`config.mk`:
```
export PLATFORM = sky130hd
export DESIGN_NAME = word_deskew
export DESIGN_NICKNAME = d
export VERILOG_FILES = /design/src/rtl/deskew_pkg.sv /design/src/rtl/lane_delay.sv /design/src/rtl/deskew_ctrl.sv /design/src/rtl/word_deskew.sv
export SDC_FILE = /design/constraint.sdc
export NUM_CORES = 1
export LEC_CHECK = 0
export BUFFER_PORTS_ARGS = -buffer_cell sky130_fd_sc_hd__clkbuf_2
export CORE_UTILIZATION = 59
export CTS_CLUSTER_DIAMETER = 100
export DETAILED_ROUTE_END_ITERATION = 8
export PLACE_DENSITY_LB_ADDON = 0.15
export SYNTH_ARGS = -nofsm -noshare
export SYNTH_HDL_FRONTEND = slang
export SYNTH_SLANG_ARGS = --single-unit
```
`constraint.sdc`:
```
create_clock -name clk -period 2.25 [get_ports clk]
set_clock_uncertainty 0.15 [all_clocks]
set_input_delay 0 -clock clk [delete_from_list [all_inputs] [get_ports clk]]
set_output_delay 0 -clock clk [all_outputs]
set_load 0.01 [all_outputs]
```
`src/rtl/deskew_pkg.sv`:
```
package deskew_pkg;
    localparam int NUM_LANES = 2;

    typedef enum logic [1:0] {
        ST_SEARCH = 2'd0,
        ST_WAIT0  = 2'd1,
        ST_WAIT1  = 2'd2,
        ST_LOCK   = 2'd3
    } dsk_state_e;
endpackage

```
`src/rtl/lane_delay.sv`:
```
module lane_delay #(
    parameter int CG_W  = 8,
    parameter int DEPTH = 8,
    localparam int TW   = $clog2(DEPTH)
) (
    input  logic            clk,
    input  logic            rst_n,
    input  logic [CG_W-1:0] din,
    input  logic [TW-1:0]   tap,
    output logic [CG_W-1:0] dout
);
    logic [CG_W-1:0] mem_q [DEPTH];
    logic [CG_W-1:0] mem_d [DEPTH];

    // stage 0 takes the new code group, the rest shift by one
    always_comb begin
        mem_d[0] = din;
        for (int i = 1; i < DEPTH; i++) begin
            mem_d[i] = mem_q[i-1];
        end
    end

    always_ff @(posedge clk or negedge rst_n) begin
        if (!rst_n) begin
            for (int i = 0; i < DEPTH; i++) mem_q[i] <= '0;
        end else begin
            for (int i = 0; i < DEPTH; i++) mem_q[i] <= mem_d[i];
        end
    end

    assign dout = mem_q[tap];

    // tap zero gives exactly one cycle of delay
    assert_tap0_delay_R1: assert property (@(posedge clk) disable iff (!rst_n)
        (tap == '0) |=> (mem_q[0] == $past(din)));
endmodule

```
`src/rtl/deskew_ctrl.sv`:
```
module deskew_ctrl
    import deskew_pkg::*;
#(
    parameter int WIN   = 4,
    parameter int DEPTH = 8,
    localparam int TW   = $clog2(DEPTH)
) (
    input  logic          clk,
    input  logic          rst_n,
    input  logic          sync_en,
    input  logic [1:0]    evt,
    input  logic          loss,
    input  logic          drop_req,
    output logic [TW-1:0] tap0,
    output logic [TW-1:0] tap1,
    output logic          locked
);
    typedef struct packed {
        dsk_state_e    state;
        logic [TW-1:0] cnt;
        logic [TW-1:0] tap0;
        logic [TW-1:0] tap1;
        logic          drop_seen;
    } ctrl_s;

    ctrl_s st_q, st_d;
    localparam logic [TW-1:0] LAST_WAIT = TW'(WIN - 1);

    always_comb begin
        st_d = st_q;
        st_d.drop_seen = drop_req;
        if (loss || !sync_en) begin
            st_d.state = ST_SEARCH;
            st_d.cnt   = '0;
        end else begin
            case (st_q.state)
                ST_SEARCH: begin
                    if (evt == 2'b11) begin
                        st_d.state = ST_LOCK;
                        st_d.tap0  = '0;
                        st_d.tap1  = '0;
                    end else if (evt[0]) begin
                        st_d.state = ST_WAIT0;
                        st_d.cnt   = TW'(1);
                    end else if (evt[1]) begin
                        st_d.state = ST_WAIT1;
                        st_d.cnt   = TW'(1);
                    end
                end
                ST_WAIT0: begin
                    if (evt[1]) begin
                        st_d.state = ST_LOCK;
                        st_d.tap0  = st_q.cnt;
                        st_d.tap1  = '0;
                    end else if (evt[0]) begin
                        st_d.cnt = TW'(1);
                    end else if (st_q.cnt == LAST_WAIT) begin
                        st_d.state = ST_SEARCH;
                    end else begin
                        st_d.cnt = st_q.cnt + TW'(1);
                    end
                end
                ST_WAIT1: begin
                    if (evt[0]) begin
                        st_d.state = ST_LOCK;
                        st_d.tap1  = st_q.cnt;
                        st_d.tap0  = '0;
                    end else if (evt[1]) begin
                        st_d.cnt = TW'(1);
                    end else if (st_q.cnt == LAST_WAIT) begin
                        st_d.state = ST_SEARCH;
                    end else begin
                        st_d.cnt = st_q.cnt + TW'(1);
                    end
                end
                default: ;
            endcase
        end
        if (drop_req && st_q.drop_seen) begin
            st_d.tap0 = '0;
            st_d.tap1 = '0;
        end
    end

    always_ff @(posedge clk or negedge rst_n) begin
        if (!rst_n) begin
            st_q <= '{state: ST_SEARCH, cnt: '0, tap0: '0, tap1: '0, drop_seen: 1'b0};
        end else begin
            st_q <= st_d;
        end
    end

    assign tap0   = st_q.tap0;
    assign tap1   = st_q.tap1;
    assign locked = (st_q.state == ST_LOCK);

    // lock is only ever entered on a sampled marker
    assert_lock_on_event_R2: assert property (@(posedge clk) disable iff (!rst_n)
        $rose(locked) |-> $past(evt != 2'b00));
    // only one lane carries extra delay
    assert_single_lead_R3: assert property (@(posedge clk) disable iff (!rst_n)
        (tap0 == '0) || (tap1 == '0));
    // skew never exceeds the wait window
    assert_skew_bound_R5: assert property (@(posedge clk) disable iff (!rst_n)
        (tap0 <= LAST_WAIT) && (tap1 <= LAST_WAIT));
    // lock and delays hold while no loss is present
    assert_hold_lock_R6: assert property (@(posedge clk) disable iff (!rst_n)
        (locked && !loss && sync_en && !drop_req) |=> (locked && $stable(tap0) && $stable(tap1)));
    // two qualified drop cycles clear the delays
    assert_drop_clear_R10: assert property (@(posedge clk) disable iff (!rst_n)
        (drop_req && $past(drop_req)) |=> (tap0 == '0 && tap1 == '0));
endmodule

```
`src/rtl/word_deskew.sv`:
```
module word_deskew
    import deskew_pkg::*;
#(
    parameter bit RAW_CG = 1'b0,
    parameter int DEPTH  = 8,
    parameter int WIN    = 4,
    localparam int CG_W  = RAW_CG ? 10 : 8,
    localparam int TW    = $clog2(DEPTH)
) (
    input  logic              clk,
    input  logic              rst_n,
    input  logic [1:0]        wsync_mode,
    input  logic [CG_W-1:0]   lane0_cg,
    input  logic [CG_W-1:0]   lane1_cg,
    input  logic              lane0_evt,
    input  logic              lane1_evt,
    input  logic              lane0_blk,
    input  logic              lane1_blk,
    input  logic              lane0_ferr,
    input  logic              lane1_ferr,
    input  logic              xcvr_dis,
    input  logic              drop_sync,
    output logic [2*CG_W-1:0] word_out,
    output logic              word_valid,
    output logic              word_lock
);
    logic              sync_en;
    logic              loss;
    logic [TW-1:0]     tap_ctrl [NUM_LANES];
    logic [TW-1:0]     tap_use  [NUM_LANES];
    logic [CG_W-1:0]   cg_in    [NUM_LANES];
    logic [CG_W-1:0]   cg_out   [NUM_LANES];

    assign sync_en  = (wsync_mode != 2'b00);
    assign loss     = xcvr_dis | ~lane0_blk | ~lane1_blk | lane0_ferr | lane1_ferr;
    assign cg_in[0] = lane0_cg;
    assign cg_in[1] = lane1_cg;

    deskew_ctrl #(.WIN(WIN), .DEPTH(DEPTH)) ctrl_i (
        .clk      (clk),
        .rst_n    (rst_n),
        .sync_en  (sync_en),
        .evt      ({lane1_evt, lane0_evt}),
        .loss     (loss),
        .drop_req (xcvr_dis & drop_sync),
        .tap0     (tap_ctrl[0]),
        .tap1     (tap_ctrl[1]),
        .locked   (word_lock)
    );

    for (genvar g = 0; g < NUM_LANES; g++) begin : g_lane
        assign tap_use[g] = sync_en ? tap_ctrl[g] : '0;
        lane_delay #(.CG_W(CG_W), .DEPTH(DEPTH)) dly_i (
            .clk   (clk),
            .rst_n (rst_n),
            .din   (cg_in[g]),
            .tap   (tap_use[g]),
            .dout  (cg_out[g])
        );
        assign word_out[g*CG_W +: CG_W] = cg_out[g];
    end

    assign word_valid = word_lock | ~sync_en;

    // missing byte lock on a lane releases word lock
    assert_blk_loss_R7: assert property (@(posedge clk) disable iff (!rst_n)
        !(lane0_blk && lane1_blk) |=> !word_lock);
    // a lane FIFO error releases word lock
    assert_ferr_loss_R8: assert property (@(posedge clk) disable iff (!rst_n)
        (lane0_ferr || lane1_ferr) |=> !word_lock);
    // disable releases word lock
    assert_dis_loss_R9: assert property (@(posedge clk) disable iff (!rst_n)
        xcvr_dis |=> !word_lock);
    // nothing is flagged valid while aligning and unlocked
    assert_valid_gated_R11: assert property (@(posedge clk) disable iff (!rst_n)
        (sync_en && !word_lock) |-> !word_valid);
endmodule

```
==> flow_summary.json, run 1 <==
{
  "power_uw": 5530,
  "row_count": 34,
  "combPwrFrac_pct": 5.4,
  "power.switching_uw": 1350,
  "vias": 3612,
  "p_leak_uw": 0.00300,
  "grt_pass1_vias": 3770,
  "end_kind": "output port",
  "cts-root-buf": "clkbuf_8",
  "cts.path.max_buffers": 2,
  "die_area_um2": 9550,
  "syn_inst": 407,
  "busiest_layer": "met2",
  "io_pins": 46,
  "yosys_register_bits": 140,
  "use_met1_pct": 34.5,
  "crit_required_ns": 2.10,
  "worstSetupStartpointType": "flop",
  "synth_top_area_share_pct": 64.8,
  "holdPathStages": 0,
  "synth.largest_area_cell": "dfrtp_1",
  "max_stage_delay_ns": 0.47,
  "syn-num-nets": 440,
  "port_buffers": 45,
  "drv_cap": 0,
  "intPower_uw": 4180,
  "fin_util_pct": 77.4,
  "power_frac_seq_pct": 48.8,
  "hpwl_um": 6770,
  "met2_usage_pct": 40.8,
  "holdWs_ns": 0.219,
  "area_growth_pct": 26.1,
  "core_region_area_um2": 8810,
  "die_x_um": 97.7,
  "clk_pin_slew_worst_paths_ns": 0.06,
  "initialDrtViolationCount": 131,
  "synth_seq_area_share_pct": 64.8,
  "power.density_nw_per_um2": 811,
  "worstMarginPinSlew_ns": 0.663,
  "antenna_cells": 0,
  "clock_latency_ns": 0.51,
  "min_period_over_period_pct": 97.5,
  "p_clk_share_pct": 45.8,
  "routed_wl_um": 11300,
  "path_cells": "buf_4, o21ai_2, nand2_1, a22oi_1, mux2_2, clkbuf_2",
  "grt_overflow": 0,
  "grt_max_degree": 65,
  "cts_sinks": 140,
  "synth_cell_types": 52,
  "antenna_found_initial": 0,
  "fin_crit_ns": 2.19,
  "start_util_pct": 61.4,
  "worstPathMaxFanout": 12,
  "slowest_stage": "dfrtp_2",
  "synth_area_leaders": "dfrtp_1, mux2_2, mux4_2, nand2_1, a211oi_1",
  "firstDrtPassIters": 6,
  "final_common_cell": "dfrtp_1",
  "place.gp.congestion": 0.833,
  "synthArstFlopShare_pct": 100,
  "crit_arrival_ns": 2.04,
  "yosysWarnings": 0,
  "synth-main-ff-cell": "dfrtp_1",
  "setup_viol": 0,
  "final_cell_mix": "dfrtp_1, nand2_1, dlygate4sd3_1, clkbuf_2, a21oi_1",
  "hold_path.class": "flop to flop",
  "violations": "design-rule violations",
  "cts_tree": "yes",
  "wl_per_cell_um": 18.0,
  "syn_area_um2": 5410,
  "htree_levels": 4,
  "die_h_um": 97.7,
  "drv_slew": 0,
  "numCtsBuffers": 17,
  "reg2reg_depth": 6,
  "final_layout_size_suffix_gt1_share_pct": 26.9,
  "avgSynthCellArea_um2": 13.3,
  "synth_edf_count": 0,
  "grt_pass1_wl_um": 18500,
  "nNetsFinal": 541,
  "slew_headroom_pct": 55.8,
  "crit_type": "flop to output port",
  "grt_usage_pct": 25.7,
  "swShare_pct": 24.4,
  "max_freq_mhz": 456,
  "grtUsageMet3_pct": 7.05,
  "viasPerCell": 5.74,
  "ant_nets": 0,
  "hold_viol_final": 0,
  "drc": 2,
  "status": "finished, violations left",
  "peakVddDrop_v": 0.000558
}
metrics by stage:
step	cells	instance area (um2)	setup WS, ns	TNS (ns)
after global placement	551	5740	0.229	0
after floorplan	407	5410	0.452	0
after detailed placement	551	5740	0.162	0
final	629	6810	0.0560	0
after CTS	625	6720	-0.0241	-0.0241
after global routing	629	6810	-0.0272	-0.0544
cell usage after synthesis, types with 2 or more instances:
master    number
a21o_1         2
mux2_2        16
nand2_1       48
mux4_2         8
a31oi_1        3
a21oi_1       19
o22ai_1        8
a211oi_1      17
o21a_1         2
o21ai_0       12
buf_6          6
o21ai_4        2
o211ai_1       2
and3_1        10
o31ai_1        8
clkbuf_1       7
nor2_1         4
buf_2          7
nand4_1        2
ha_1           5
a22oi_1        8
buf_4          3
nor2b_1       14
dfrtp_1      140
o21ai_1        2
mux2i_1        8
nand2b_1       3
inv_1          7
o21bai_1       8
nand3_1        3
and2_1         2
registers in the layout (all words and copies together), names as in the netlist:
name	flops
g_lane.dly_i.mem_q	16
g_lane.dly_i.mem_d	112
ctrl_i.st_q	6
ctrl_i.tap0	3
ctrl_i.tap1	3
worst max-delay path, delay by kind of cell, from the launching register on:
kind | cells | cell delay [ns]
buf+inv | 2 | 0.35
flops | 1 | 0.47
mux | 1 | 0.19
compound gates | 2 | 0.40
simple gates | 1 | 0.12
final timing paths:
kind / start / endpoint / slack, ns
max in group asynchronous: rst_n / g_lane[0].dly_i.mem_d[8] / 0.79
hold reg to reg: g_lane[1].dly_i.mem_d[43] / g_lane[1].dly_i.mem_d[35] / 0.22
min in group asynchronous: rst_n / g_lane[0].dly_i.mem_d[36] / 0.42
setup reg to reg: ctrl_i.st_q[11] / ctrl_i.st_q[8] / 0.24
hold / removal: g_lane[1].dly_i.mem_d[43] / g_lane[1].dly_i.mem_d[35] / 0.22
setup / recovery: ctrl_i.tap0[0] / word_out[0] / 0.06
timing repair:
item | 4_1_cts | 5_1_grt
endpoints found under the hold margin | 168 | 0
endpoints found under the setup margin | 10 | 20
setup buffers | 0 | 3
cloned | 0 | 1
gates resized for setup | 6 | 17
hold buffers | 42 | 0
kinds of logic after synthesis:
kind of cell	Yosys count	synth area share (%)
buffers and inverters	30	3.29
AOI/OAI and AO/OA	101	12.9
adders and majority gates	5	1.16
and+or+nand+nor	98	9.49
xor gates and xnor gates	1	0.162
muxes	32	8.15
DFF	140	64.8
layout make-up:
type	count	area, um2
fillers	536	1990
inverters	7	30.0
multi-input cells	238	1770
flip-flops and latches	140	3510
well taps	108	135
clock inverters	15	131
repair buffers	104	828
clock buffers	17	414
power groups by stage:
stage / Combinational (uW) / Clock (uW) / Sequential [uW]
floorplan: 121 / 0 / 2720
global placement: 231 / 0 / 2730
detailed placement: 237 / 0 / 2740
CTS: 293 / 2570 / 2700
global route: 331 / 2680 / 2710
finish: 298 / 2530 / 2700
routing by layer:
layer / wire, um / vias to the layer above
met2: 5620 / 83
met1: 5170 / 1850
met5: 0 / -
li1: - / 1665
met4: 121 / 0
met3: 411 / 14
(Power assumes the default switching activity.)
==> run 2: changes to the inputs <==
Settings changed: SETUP_SLACK_MARGIN from default to 0.1.
==> run 2 against run 1 <==
  * The run still ends with design-rule violations left
  * Via count grew 1.4%
  * Non-clock buffer count grew 3
  * Die area is the same
  * Sequential power is essentially flat
  * Clock-buffer cell count is the same
  * Maximum frequency grew 1.8%
  * Highest routed layer unchanged
  * Total power grew 0.43%
==> flow_summary.json, run 2 (synthesis gave the netlist of run 1 again) <==
{
  "clock_latency_ns": 0.52,
  "worstSetupStartpointType": "flop",
  "intPower_uw": 4180,
  "cts_tree": "yes",
  "hold_viol_final": 0,
  "path_buf_inv": 3,
  "holdWs_ns": 0.219,
  "grt_max_degree": 65,
  "core_region_area_um2": 8810,
  "slowest_stage": "dfrtp_2",
  "die_h_um": 97.7,
  "min_period_over_period_pct": 95.8,
  "firstDrtPassIters": 6,
  "drv_slew": 0,
  "end_kind": "output port",
  "p_clk_share_pct": 45.9,
  "status": "finished, violations left",
  "ant_nets": 0,
  "htree_levels": 4,
  "nNetsFinal": 544,
  "grt_usage_pct": 26.9,
  "viasPerCell": 5.79,
  "hold_path.class": "flop to flop",
  "violations": "design-rule violations",
  "power_frac_seq_pct": 48.7,
  "crit_type": "flop to output port",
  "cts.path.max_buffers": 2,
  "final_common_cell": "dfrtp_1",
  "numCtsBuffers": 17,
  "antenna_found_initial": 0,
  "wl_per_cell_um": 18.8,
  "grt_pass1_wl_um": 19300,
  "io_pins": 46,
  "slew_headroom_pct": 55.0,
  "cp_top_family": "buffers and inverters",
  "power.density_nw_per_um2": 812,
  "max_stage_delay_ns": 0.41,
  "final_layout_size_suffix_gt1_share_pct": 28.1,
  "fin_crit_ns": 2.16,
  "finalSetupTns_ns": 0,
  "max_freq_mhz": 464,
  "power.switching_uw": 1370,
  "largest_reg_flops": 112,
  "final_cell_mix": "dfrtp_1, nand2_1, clkbuf_2",
  "peakVddDrop_v": 0.000529,
  "port_buffers": 45,
  "row_count": 34,
  "area_growth_pct": 26.4,
  "crit_required_ns": 2.10,
  "drv_cap": 0,
  "setup_viol": 0,
  "swShare_pct": 24.7,
  "place.gp.congestion": 0.833,
  "antenna_cells": 0,
  "die_x_um": 97.7,
  "hpwl_um": 6770,
  "drc": 2,
  "die_area_um2": 9550,
  "crit_arrival_ns": 2.01,
  "vias": 3661,
  "worstMarginPinSlew_ns": 0.676,
  "start_util_pct": 61.4,
  "cts-root-buf": "clkbuf_8",
  "grt_pass1_vias": 3888,
  "routed_wl_um": 11900,
  "rsz0062_at_grt": "yes",
  "clk_pin_slew_worst_paths_ns": 0.06,
  "cts_sinks": 140,
  "combPwrFrac_pct": 5.4,
  "grt_overflow": 0,
  "p_leak_uw": 0.00301,
  "initialDrtViolationCount": 186,
  "path_cells": "buf_6, clkinvlp_4, o22ai_1, o21ai_0, mux2_2, clkbuf_2",
  "worstPathMaxFanout": 8
}
[run 2: worst register-to-register path, delay by kind of cell, from the launching register on]
kind	cells	cell delay (ns)
AO/OA/AOI/OAI	1	0.17
multiplexers	1	0.21
adder cells (fa/ha/maj)	1	0.34
buffers and inverters	2	0.23
flip-flops	1	0.41
AND/OR/NAND/NOR	1	0.37
[run 2: through the flow]
| step | cells | instance area [um2] | setup WS (ns) | power, uW | utilization, % |
|---|---|---|---|---|---|
| floorplan | 407 | 5410 | 0.452 | 2840 | - |
| global placement | 551 | 5740 | 0.229 | 2970 | 65.2 |
| detailed placement | 551 | 5740 | 0.162 | 2980 | 65.2 |
| CTS | 630 | 6770 | 0.0851 | 5560 | 76.9 |
| global route | 632 | 6830 | 0.0232 | 5730 | 77.6 |
| finish | 632 | 6830 | 0.0945 | 5550 | 77.6 |
[run 2: per-layer routing]
layer	vias to the layer above	track usage [%]	part of all wire (%)
met5	-	0	0
met4	0	9.44	1.2
met3	15	7.55	4.1
met2	93	43.6	51
met1	1881	35.2	44
li1	1672	-	-
[run 2: layout make-up]
| class | count | area, um2 |
|---|---|---|
| flip-flops and latches | 140 | 3510 |
| fillers | 531 | 1970 |
| multi-input cells | 238 | 1790 |
| repair buffers | 107 | 827 |
| clock buffers | 17 | 414 |
| well taps | 108 | 135 |
| clock inverters | 15 | 131 |
| inverters | 7 | 30.0 |
[run 2: what timing repair did]
| item | 4_1_cts | 5_1_grt |
|---|---|---|
| setup endpoints to repair | 17 | 21 |
| hold buffers | 42 | 0 |
| setup buffers | 4 | 2 |
| gates cloned | 1 | 0 |
| pin swaps | 1 | 6 |
| gates resized for setup | 13 | 14 |
| hold endpoints to repair | 168 | 0 |
[run 2: power by group through the flow]
stage	registers, uW	clock network, uW	logic (uW)
6_report	2700	2550	300
5_1_grt	2710	2690	331
4_1_cts	2700	2570	294
3_5_place_dp	2740	0	237
3_3_place_gp	2730	0	231
2_1_floorplan	2720	0	121
[run 2: path summary, 6_finish.rpt]
path / slack, ns / to / cells past startpoint / start
worst min-delay path: 0.22 / g_lane[1].dly_i.mem_d[35] / 0 / g_lane[1].dly_i.mem_d[43]
worst max register to register: 0.28 / ctrl_i.tap0[2] / 6 / ctrl_i.st_q[11]
worst min register to register: 0.22 / g_lane[1].dly_i.mem_d[35] / 0 / g_lane[1].dly_i.mem_d[43]
worst max-delay path: 0.09 / word_out[5] / 6 / ctrl_i.tap0[2]
max in group asynchronous: 0.79 / g_lane[0].dly_i.mem_d[29] / 4 / rst_n
min in group asynchronous: 0.44 / g_lane[0].dly_i.mem_d[28] / 3 / rst_n
